`src/rtl/regbank_pkg.sv`:
```
package regbank_pkg;
  localparam int OFF_W       = 9;
  localparam int DW          = 32;
  localparam int NUM_CH      = 2;
  localparam int DMA_STRIDE  = 8;
  localparam int MIRROR_GAP  = 16;
  localparam int CONF_BASE   = 'hA0;
  localparam int CONF_STRIDE = 'h40;
  localparam int LINK_BASE   = 'h100;
  localparam int LINK_STRIDE = 'h80;
  localparam int LSTAT_REL   = 'h4;
  localparam int IEN_REL     = 'h48;
  localparam int SUM0_OFF    = 'h10;
  localparam int SUM1_OFF    = 'h18;
  localparam int LCTL_W      = 12;
  localparam int IEN_W       = 16;
  localparam logic [15:0] CONF_HI_RST  = 16'h6515;
  localparam logic [15:0] IEN_MASK     = 16'h3EED;
  localparam logic [7:0]  SCRATCH_MASK = 8'h3F;
  localparam logic [DW-1:0] LINK_UP    = 32'h113;
  localparam int IRQ_BIT = 11;

  // Status byte after a software write: 6:5 loaded, 2:1 write-one-to-clear, 0 kept.
  function automatic logic [7:0] status_after_write(logic [7:0] old, logic [7:0] wd);
    logic [7:0] r;
    r      = 8'h00;
    r[6:5] = wd[6:5];
    r[2:1] = old[2:1] & ~wd[2:1];
    r[0]   = old[0];
    return r;
  endfunction

  function automatic logic [2:0] size_bytes(logic [1:0] sz);
    case (sz)
      2'd0:    return 3'd1;
      2'd1:    return 3'd2;
      default: return 3'd4;
    endcase
  endfunction

  // Byte-lane merge of write data into the 32-bit table address.
  function automatic logic [31:0] addr_merge(logic [31:0] old, logic [31:0] wd,
                                             logic [1:0] lane, logic [2:0] nbytes);
    logic [31:0] r;
    r = old;
    for (int b = 0; b < 4; b++) begin
      int j;
      j = b - int'(lane);
      if (j >= 0 && j < int'(nbytes)) r[8*b +: 8] = wd[8*j +: 8];
    end
    return r;
  endfunction

  function automatic logic [DW-1:0] summary_both(logic [7:0] cmd0, logic [7:0] st0,
                                                 logic [7:0] st1, logic pend0, logic pend1);
    logic [DW-1:0] r;
    r       = {24'h0, cmd0};
    r[4]    = r[4] | pend0;
    r[6]    = r[6] | pend1;
    r[14]   = st1[2];
    r[23:16] = st0;
    r[31:24] = st1;
    return r;
  endfunction

  function automatic logic [DW-1:0] summary_one(logic [7:0] cmd1, logic [7:0] st1, logic pend1);
    logic [DW-1:0] r;
    r        = {24'h0, cmd1};
    r[4]     = r[4] | pend1;
    r[23:16] = st1;
    return r;
  endfunction
endpackage

```
`src/rtl/regbank_chan.sv`:
```
module regbank_chan
  import regbank_pkg::*;
#(
  parameter int CH = 0
) (
  input  logic              clk,
  input  logic              rst_n,
  input  logic              wr_en,
  input  logic [OFF_W-1:0]  wr_off,
  input  logic [1:0]        wr_size,
  input  logic [DW-1:0]     wr_data,
  input  logic              dma_busy,
  input  logic              dma_err_set,
  input  logic              dma_int_set,
  input  logic              irq_in,
  output logic [7:0]        cmd_q,
  output logic [7:0]        scratch_q,
  output logic [7:0]        status_q,
  output logic [DW-1:0]     table_q,
  output logic [DW-1:0]     conf_word,
  output logic [LCTL_W-1:0] lctl_q,
  output logic [IEN_W-1:0]  ien_q,
  output logic              irq_pend,
  output logic              reset_fire
);
  localparam logic [OFF_W-1:0] DMA_OFF   = OFF_W'(CH * DMA_STRIDE);
  localparam logic [OFF_W-1:0] CMD_M     = OFF_W'(CH * DMA_STRIDE + MIRROR_GAP);
  localparam logic [OFF_W-1:0] TBL_OFF   = OFF_W'(CH * DMA_STRIDE + 4);
  localparam logic [OFF_W-1:0] LCTL_OFF  = OFF_W'(LINK_BASE + CH * LINK_STRIDE);
  localparam logic [OFF_W-1:0] IEN_OFF   = OFF_W'(LINK_BASE + CH * LINK_STRIDE + IEN_REL);

  logic hit_cmd, hit_scr, hit_st, hit_tbl, hit_lctl, hit_ien;
  logic irq_q;
  logic [7:0] status_d;

  assign hit_cmd  = wr_en && (wr_off == DMA_OFF     || wr_off == CMD_M);
  assign hit_scr  = wr_en && (wr_off == DMA_OFF + 1 || wr_off == CMD_M + 1);
  assign hit_st   = wr_en && (wr_off == DMA_OFF + 2 || wr_off == CMD_M + 2);
  assign hit_tbl  = wr_en && (wr_off[OFF_W-1:2] == TBL_OFF[OFF_W-1:2]);
  assign hit_lctl = wr_en && (wr_off == LCTL_OFF);
  assign hit_ien  = wr_en && (wr_off == IEN_OFF);

  assign reset_fire = hit_lctl && wr_data[0];
  assign irq_pend   = irq_q;
  assign conf_word  = {CONF_HI_RST, 4'h0, irq_q, 11'h000};

  always_comb begin
    status_d = status_q;
    if (hit_st) status_d = status_after_write(status_q, wr_data[7:0]);
    status_d[0] = dma_busy;
    if (dma_err_set) status_d[1] = 1'b1;
    if (dma_int_set) status_d[2] = 1'b1;
  end

  always_ff @(posedge clk) begin
    if (!rst_n) begin
      cmd_q     <= '0;
      scratch_q <= '0;
      status_q  <= '0;
      table_q   <= '0;
      lctl_q    <= '0;
      ien_q     <= '0;
      irq_q     <= 1'b0;
    end else begin
      irq_q    <= irq_in;
      status_q <= status_d;
      if (hit_cmd)  cmd_q     <= wr_data[7:0];
      if (hit_scr)  scratch_q <= wr_data[7:0] & SCRATCH_MASK;
      if (hit_tbl)  table_q   <= addr_merge(table_q, wr_data, wr_off[1:0], size_bytes(wr_size));
      if (hit_lctl) lctl_q    <= wr_data[LCTL_W-1:0];
      if (hit_ien)  ien_q     <= wr_data[DW-1:DW-IEN_W] & IEN_MASK;
    end
  end
endmodule

```
`src/rtl/regbank_rdmux.sv`:
```
module regbank_rdmux
  import regbank_pkg::*;
(
  input  logic [OFF_W-1:0]              rd_off,
  input  logic [NUM_CH-1:0][7:0]        cmd_all,
  input  logic [NUM_CH-1:0][7:0]        scratch_all,
  input  logic [NUM_CH-1:0][7:0]        status_all,
  input  logic [NUM_CH-1:0][DW-1:0]     table_all,
  input  logic [NUM_CH-1:0][DW-1:0]     conf_all,
  input  logic [NUM_CH-1:0][LCTL_W-1:0] lctl_all,
  input  logic [NUM_CH-1:0][IEN_W-1:0]  ien_all,
  input  logic [NUM_CH-1:0]             pend_all,
  input  logic [NUM_CH-1:0]             present,
  output logic [DW-1:0]                 rd_data
);
  always_comb begin
    rd_data = '0;
    if (rd_off == OFF_W'(SUM0_OFF))
      rd_data = summary_both(cmd_all[0], status_all[0], status_all[1], pend_all[0], pend_all[1]);
    if (rd_off == OFF_W'(SUM1_OFF))
      rd_data = summary_one(cmd_all[1], status_all[1], pend_all[1]);
    for (int c = 0; c < NUM_CH; c++) begin
      if (rd_off == OFF_W'(c * DMA_STRIDE))     rd_data = {24'h0, cmd_all[c]};
      if (rd_off == OFF_W'(c * DMA_STRIDE + 1)) rd_data = {24'h0, scratch_all[c]};
      if (rd_off == OFF_W'(c * DMA_STRIDE + 2)) rd_data = {24'h0, status_all[c]};
      if (rd_off[OFF_W-1:2] == OFF_W'(c * DMA_STRIDE + 4) >> 2)
        rd_data = table_all[c] >> (8 * rd_off[1:0]);
      if (rd_off == OFF_W'(CONF_BASE + c * CONF_STRIDE)) rd_data = conf_all[c];
      if (rd_off == OFF_W'(LINK_BASE + c * LINK_STRIDE))
        rd_data = {{(DW-LCTL_W){1'b0}}, lctl_all[c]};
      if (rd_off == OFF_W'(LINK_BASE + c * LINK_STRIDE + LSTAT_REL))
        rd_data = present[c] ? LINK_UP : '0;
      if (rd_off == OFF_W'(LINK_BASE + c * LINK_STRIDE + IEN_REL))
        rd_data = {ien_all[c], {(DW-IEN_W){1'b0}}};
    end
  end
endmodule

```
`src/rtl/dual_chan_regbank.sv`:
```
module dual_chan_regbank
  import regbank_pkg::*;
(
  input  logic              clk,
  input  logic              rst_n,
  input  logic              req_valid,
  input  logic              req_write,
  input  logic [OFF_W-1:0]  req_offset,
  input  logic [1:0]        req_size,
  input  logic [DW-1:0]     req_wdata,
  output logic              rsp_valid,
  output logic [DW-1:0]     rsp_rdata,
  input  logic [NUM_CH-1:0] dma_busy,
  input  logic [NUM_CH-1:0] dma_err_set,
  input  logic [NUM_CH-1:0] dma_int_set,
  input  logic [NUM_CH-1:0] chan_irq_in,
  input  logic [NUM_CH-1:0] dev_present,
  output logic              irq_out,
  output logic [NUM_CH-1:0] chan_reset
);
  logic wr_en, rd_en;
  logic [NUM_CH-1:0][7:0]        cmd_all, scratch_all, st_all;
  logic [NUM_CH-1:0][DW-1:0]     table_all, conf_all;
  logic [NUM_CH-1:0][LCTL_W-1:0] lctl_all;
  logic [NUM_CH-1:0][IEN_W-1:0]  ien_all;
  logic [NUM_CH-1:0]             pend_all, fire_all;
  logic [DW-1:0]                 rd_comb;

  assign wr_en = req_valid &&  req_write;
  assign rd_en = req_valid && !req_write;

  for (genvar c = 0; c < NUM_CH; c++) begin : g_chan
    regbank_chan #(.CH(c)) u_chan (
      .clk         (clk),
      .rst_n       (rst_n),
      .wr_en       (wr_en),
      .wr_off      (req_offset),
      .wr_size     (req_size),
      .wr_data     (req_wdata),
      .dma_busy    (dma_busy[c]),
      .dma_err_set (dma_err_set[c]),
      .dma_int_set (dma_int_set[c]),
      .irq_in      (chan_irq_in[c]),
      .cmd_q       (cmd_all[c]),
      .scratch_q   (scratch_all[c]),
      .status_q    (st_all[c]),
      .table_q     (table_all[c]),
      .conf_word   (conf_all[c]),
      .lctl_q      (lctl_all[c]),
      .ien_q       (ien_all[c]),
      .irq_pend    (pend_all[c]),
      .reset_fire  (fire_all[c])
    );
  end

  regbank_rdmux u_rdmux (
    .rd_off      (req_offset),
    .cmd_all     (cmd_all),
    .scratch_all (scratch_all),
    .status_all  (st_all),
    .table_all   (table_all),
    .conf_all    (conf_all),
    .lctl_all    (lctl_all),
    .ien_all     (ien_all),
    .pend_all    (pend_all),
    .present     (dev_present),
    .rd_data     (rd_comb)
  );

  assign irq_out = |pend_all;

  always_ff @(posedge clk) begin
    if (!rst_n) begin
      rsp_valid  <= 1'b0;
      rsp_rdata  <= '0;
      chan_reset <= '1;
    end else begin
      rsp_valid  <= rd_en;
      rsp_rdata  <= rd_en ? rd_comb : '0;
      chan_reset <= fire_all;
    end
  end
endmodule

```
`config.mk`:
```
export PLATFORM = sky130hd
export DESIGN_NAME = dual_chan_regbank
export DESIGN_NICKNAME = d
export VERILOG_FILES = /design/src/rtl/regbank_pkg.sv /design/src/rtl/regbank_chan.sv /design/src/rtl/regbank_rdmux.sv /design/src/rtl/dual_chan_regbank.sv
export SDC_FILE = /design/constraint.sdc
export NUM_CORES = 1
export LEC_CHECK = 0
export BUFFER_PORTS_ARGS = -buffer_cell sky130_fd_sc_hd__buf_4
export CAP_MARGIN = 10
export CORE_MARGIN = 2
export CORE_UTILIZATION = 45
export DETAILED_ROUTE_END_ITERATION = 10
export PLACE_DENSITY = 0.74
export SLEW_MARGIN = 30
export SYNTH_ARGS = -nofsm -noshare
export SYNTH_HDL_FRONTEND = slang
export SYNTH_SLANG_ARGS = --single-unit
```
`constraint.sdc`:
```
create_clock -name clk -period 3.6 [get_ports clk]
set_clock_uncertainty 0.1 [all_clocks]
set_input_delay 0.36 -clock clk [delete_from_list [all_inputs] [get_ports clk]]
set_output_delay 0.36 -clock clk [all_outputs]
set_load 0.02 [all_outputs]
```
### Word level (Yosys, flattened, before mapping)

Cells that the tools add are included.

| word-level totals | value |
|---|---|
| memory bits (writable) | 0 |
| output and inout port bits | 36 |
| bits in registers | 185 |
| word-level logic and storage cells | 164 |
| memories | 0 |
| latch bits | 0 |
| ROM bits | 0 |

| operators by class | value |
|---|---|
| magnitude comparators | 12 |
| add/subtract/negate cells | 4 |
| reduce and logical (&&, ||, !) cells | 49 |
| bitwise operators | 9 |
| multiplexer cells | 31 |
| $mul | 0 |
| shift operators | 6 |
| div/mod/pow operators | 0 |
| eq/ne operators | 22 |

Operators with widths:

| cell | count |
|---|---|
| $mux W32 | 12 |
| $mux W31 | 5 |
| $shiftx A32 B6 Y8 | 4 |
| $shr A32 B5 Y32 | 2 |
| $eq A9 B5 Y1 const B | 6 |
| $eq A9 B9 Y1 const B | 6 |
| $lt A3 B4 Y1 | 8 |
| $mux W30 | 1 |
| $eq A9 B4 Y1 const B | 3 |
| $logic_and A1 B1 Y1 | 24 |
| $eq A9 B8 Y1 const B | 2 |
| $mux W3 | 6 |
| $mux W9 | 2 |
| $reduce_and A2 Y1 | 9 |
| $ge A3 B1 Y1 const B | 4 |
| $eq A9 B1 Y1 const B | 1 |
| $eq A9 B2 Y1 const B | 1 |
| $logic_not A9 Y1 | 1 |
| $reduce_bool A2 Y1 | 4 |
| $eq A7 B1 Y1 const B | 1 |
| $eq A7 B2 Y1 const B | 1 |
| $logic_or A1 B1 Y1 | 6 |
| $pmux W3 S2 | 1 |
| $sub A1 B2 Y3 const A | 2 |
| 11 further kinds | 21 |

### Depth between registers and ports, before layout

| logic depth | value |
|---|---|
| word-level depth | 19 |
| depth in mapped cells | 15 |
| depth with buffers taken out | 11 |

### Cells and area by module

Synthesis repeated with hierarchy kept, for this count alone.

| unflattened totals | value |
|---|---|
| cells, all modules | 1,414 |
| area total of the unflattened synthesis | 12,824.8 um^2 |

Modules (own cells, without submodules):

| module | instances | seq. area each (um^2) | area each (um^2) | cells each |
|---|---|---|---|---|
| regbank_chan at g_chan[0].u_chan | 1 | 1,501.4 | 4,139.0 | 418 |
| regbank_chan at g_chan[1].u_chan | 1 | 1,501.4 | 4,115.2 | 380 |
| regbank_rdmux | 1 | 0.0 | 3,468.3 | 535 |
| dual_chan_regbank | 1 | 700.7 | 1,102.3 | 81 |

### Worst setup path after synthesis

Ideal clock, no wire load.

| path | value |
|---|---|
| kind | input to register |
| start point | in req_offset[0] |
| end point | reg g_chan[0].u_chan.table_q[16] |
| stages | 15 |
| data required time | 3,383 ps |
| slack | -25 ps |
| data arrival time | 3,408 ps |
| path buffers | 4 |
| path through | buf_2 > inv_1 > clkbuf_1 > ha_1 > clkbuf_1 > buf_1 > inv_1 > ha_1 > o21ai_0 > nand2b_1 > a31oi_1 > ha_1 > nand3_1 > mux2i_1 > nor2b_1 |

| on the way | value |
|---|---|
| cells in the longest elaborated chain, start to end | 4 |

Ends and longest elaborated chain:

| element | line | source |
|---|---|---|
| start, declared | dual_chan_regbank.sv:8 | `input logic [OFF_W-1:0] req_offset,` |
| $sub A2 B2 Y3 (*) | regbank_pkg.sv:48 | `j = b - int'(lane);` |
| $lt A3 B4 Y1 or $ge A3 B1 Y1 (tied branches) | regbank_pkg.sv:49 | `if (j >= 0 && j < int'(nbytes)) r[8*b +: 8] = wd[8*j +: 8];` |
| $logic_and A1 B1 Y1 | regbank_pkg.sv:49 |  |
| $reduce_and A2 Y1 (no line) | -- |  |
| end signal, assigned | regbank_chan.sv:69 | `if (hit_tbl) table_q <= addr_merge(table_q, wr_data, wr_off[1:0], size_bytes(wr_size));` |
| end, declared | regbank_chan.sv:19 | `output logic [DW-1:0] table_q,` |

Mark *: on every way between the ends. The rest lies on a longest branch, timed or not.
A chain may end at the register's enable or synchronous reset.

### Final worst setup path

| path | value |
|---|---|
| start point | in req_offset[1] |
| end point | reg g_chan[0].u_chan.table_q[17] |

Same word-level chain as after synthesis.

==> results.txt <==
Once detail routing completed, the nets flagged for antenna violations numbered 0. The worst-case IR drop observed on VDD is 0.3130 mV. The detailed router placed 9275 vias in this run. Dividing the detail-routed wire length by the instance count gives 23.32 um. The run gives 25.01 mm as the post-detailed-placement half-perimeter wirelength.

Measured on the finished design, the core utilization comes to 51.99%. Synthesis instantiated 69 different standard cells from the library. The tools report the total congestion overflow as 0.

The pin count of the biggest net entering global routing is 104, and the number of DRC violations after detailed routing is 0. For the pin with the worst max-slew slack, the measured transition is 0.8940 ns. The floorplan step set the die height to 154.6 um. The number of nets handed over by synthesis was 1210. For the count of final max-slew check failures, the log shows 0.

The top cell type's share of synthesized area was 36.27%; the detailed-route wire length was 34.66 mm. At the worst endpoint, the arrival time is 2.78 ns. The critical path is of the primary input to flip-flop type. STA classifies the critical path startpoint as a primary input.

The cell sitting at the root of the clock tree is a sky130_fd_sc_hd__clkbuf_16. The signal on the critical path passes through buf_4 > buf_4 > ha_1 > inv_1 > a31oi_1 > ha_1 > nand3_1 > mux2i_1 > nor2b_1. For the clock latency reported for the late side of the worst-skew pair, the log shows 0.45 ns.

The count of maximum capacitance violations came out at 0. The worst flop-to-flop path startpoint is g_chan[0].u_chan.table_q[25]$_SDFFE_PN0P_. Summed over all cells, the static leakage comes to 4.603 nW.

The die footprint came out at 23910 um^2. The setup violation total in the final timing report is 0. By area the synthesized netlist is led by sky130_fd_sc_hd__dfxtp_1 36%, sky130_fd_sc_hd__mux2i_1 11%, sky130_fd_sc_hd__nand2_1 6.5%. The tools report the number of inserted filler cells in the final layout as 2055.

Of the cells placed in the final design, the portion with a size suffix greater than 1 is 17.74%. The maximum buffer depth of the clock tree is 2. On the worst path, the slowest cell contributes a delay of 0.51 ns. The tools report the startpoint of the most critical hold path as chan_irq_in[0]. The H-tree was split into 4 levels.

The final standard cell area without fillers is 11660 um^2. The logs give 11060 um^2 for the instance area at placement and 0 for the number of warning messages in the yosys log. After detailed routing, the number of vias per cell comes to 6.242. The via count of the first global-routing pass is 8705, and the total instance count after detailed placement is 1454. The worst hold path terminates at g_chan[0].u_chan.irq_pend$_SDFF_PN0_. The endpoint identified for the worst register-to-register timing path is rsp_rdata[1]$_SDFF_PP0_. Of all nets on the critical path, the largest fanout is 40. Buffers inserted to repair hold after CTS numbered 0.

The clock transition at the registers of the reported paths is 0.08 ns. In this design, the largest share of critical-path delay is due to buffers and inverters. Derived from the worst setup path, the maximum achievable clock frequency is 0.3930 GHz. STA puts the critical path data required time at 3.83 ns.

The total count of hold-check failures in the final report is 0. The iteration count of the initial detailed-routing pass is 8, and the post-synthesis cell count is 1142. In this run the core area contains 55 standard-cell rows. Clock tree synthesis found a total of 185 sinks. For this design the top-level I/O count stands at 93.

In this run the number of cells on the critical path is 9. The min-delay analysis places its worst path in the category primary input to flip-flop. In this run the tightest slew margin relative to its limit is 40.18%. The floorplan step defined a core boundary enclosing 22430 um^2.

TritonCTS built the clock tree. The flow ran to the end, and the final reports show no timing, DRC or antenna violations. The tools report the final cell count without fillers as 1486.

The proportion of synthesized flip-flops having asynchronous set or reset was 0%. In the synthesized netlist the dominant register cell turns out to be sky130_fd_sc_hd__dfxtp_1. The number of cells on the worst reg-to-reg path is 6. Global routing used 28.95% of the available tracks. Summing internal, switching and leakage power gives 4.502 mW. During placement, the flow inserted port buffers numbering 92. Setup repair after global routing left no endpoint under its margin.

In this run the horizontal extent of the chip is 154.6 um. Nature of the critical path endpoint: a flip-flop. Dividing total power by cell area gives a power density of 386.0 nW/um^2.

sky130_fd_sc_hd__dfxtp_1 is the most common cell in the netlist. The starting density of the core was 45.52%. The number of buffers and inverters on the critical path is 3. The final critical-path share of the clock period works out to 70.69%. The synthesized design spends more area on one cell type than any other, namely sky130_fd_sc_hd__dfxtp_1. The setup TNS after final layout is 0 ns, and the DRC violation total after the first TritonRoute iteration is 1333.

Summing the sequential cell areas from Yosys gives 36.27% of the chip area. The slowest stage of the critical path is the sky130_fd_sc_hd__buf_4 cell. The run gives 0 as the number of antenna violations at the first check in global routing.

The number of nets in the layout is 1256. The repair_antennas step left the layout with diodes totalling 0. The first-pass GRT wire length is 52.49 mm, and the count of flip-flops with a built-in enable after synthesis is 0. Subtracting the final worst setup slack from the clock period gives 2.545 ns.

The minimum setup slack among reg-to-reg paths is 1.59 ns, and the post-cts repair resize count is 0. A synthesized cell averages 8.941 um^2. The cell area that synthesis handed to floorplanning was 10210 um^2. Counting instances in the post-synthesis netlist gives the leading cell types as 185 x sky130_fd_sc_hd__dfxtp_1, 178 x sky130_fd_sc_hd__nand2_1, 116 x sky130_fd_sc_hd__mux2i_1. After clock tree synthesis, the setup repair step added 0 buffers. At the end of routability-driven placement, the weighted congestion stood at 0.9752.

The area growth from synthesis to layout is 14.23%. The flop and latch count out of synthesis works out to 185. The number of buffers created by CTS was 17; the count of cells along the worst hold path was 2.
per-stage QoR:
stage | setup WS [ns] | hold slack (ns)
6_report | 1.055 | 0.009578
5_1_grt | 0.9257 | 0.02708
4_1_cts | 1.101 | 0.003071
3_5_place_dp | 0.6825 | 0.3606
3_3_place_gp | 0.7445 | 0.3516
2_1_floorplan | 0.08725 | 0.3348
sequential cells by signal, indices dropped and copies added, names as in the netlist:
signal	cells
rsp_rdata	32
g_chan.u_chan.table_q	64
g_chan.u_chan.cmd_q	16
g_chan.u_chan.status_q	10
g_chan.u_chan.ien_q	22
rsp_valid	1
g_chan.u_chan.scratch_q	12
chan_reset	2
g_chan.u_chan.lctl_q	24
g_chan.u_chan.irq_pend	2
layout make-up:
class / instances / area, um^2 / share of cell area [%]
Clock buffer: 17 / 425.4 / 3.647
Clock inverter: 15 / 180.2 / 1.545
Inverter: 15 / 56.30 / 0.4827
Multi-Input combinational cell: 851 / 6043 / 51.81
Sequential cell: 185 / 3704 / 31.75
Tap cell: 285 / 356.6 / 3.057
Timing Repair Buffer: 118 / 898.4 / 7.702
metal layers:
metal / up-vias / GRT usage, % / share of wire (%)
met3: 85 / 6.612 / 11
li1: 4172 / - / -
met5: - / 0 / 0
met4: 0 / 10.76 / 3.7
met2: 582 / 43.98 / 43
met1: 4436 / 40.28 / 42
how the worst max path moves through the flow:
stage	endpoint	start
after CTS	g_chan[0].u_chan.table_q[17]$_SDFFE_PN0P_	req_offset[1]
after global routing	g_chan[0].u_chan.table_q[18]$_SDFFE_PN0P_	req_offset[1]
after detailed placement	g_chan[0].u_chan.table_q[17]$_SDFFE_PN0P_	req_offset[1]
after global placement	g_chan[0].u_chan.table_q[16]$_SDFFE_PN0P_	req_offset[1]
after floorplan	g_chan[0].u_chan.table_q[16]$_SDFFE_PN0P_	req_offset[0]
final	g_chan[0].u_chan.table_q[17]$_SDFFE_PN0P_	req_offset[1]
logic make-up (layout without fill, tap and decap cells):
logic type,after synthesis,after routing,share of synthesized area [%]
buffers and inverters,106,165,4.546
AND/OR/NAND/NOR,444,444,22.71
multiplexers,153,153,18.54
adder cells (fa/ha/maj),11,11,1.348
AO/OA/AOI/OAI,243,243,16.59
flip-flops,185,185,36.27
placed cells by master (no fill, tap or decap), types with 32 or more instances in the layout:
master / netlist / final
sky130_fd_sc_hd__and2_1: 32 / 32
sky130_fd_sc_hd__o21ai_0: 41 / 41
sky130_fd_sc_hd__nand3_1: 39 / 39
sky130_fd_sc_hd__a21boi_0: 49 / 49
sky130_fd_sc_hd__nand2_1: 178 / 178
sky130_fd_sc_hd__nor2_1: 35 / 35
sky130_fd_sc_hd__dfxtp_1: 185 / 185
sky130_fd_sc_hd__mux2i_1: 116 / 116
sky130_fd_sc_hd__buf_4: 3 / 117
sky130_fd_sc_hd__nor2b_1: 90 / 90
sky130_fd_sc_hd__a21oi_1: 44 / 44
where the power goes:
group	leakage (nW)	internal [mW]	switching [mW]
Combinational	2.81	0.190	0.292
Sequential	1.49	2.05	0.0118
Clock	0.296	0.999	0.957
Total	4.60	3.24	1.26
No activity file was read; power rests on OpenSTA's default activity.
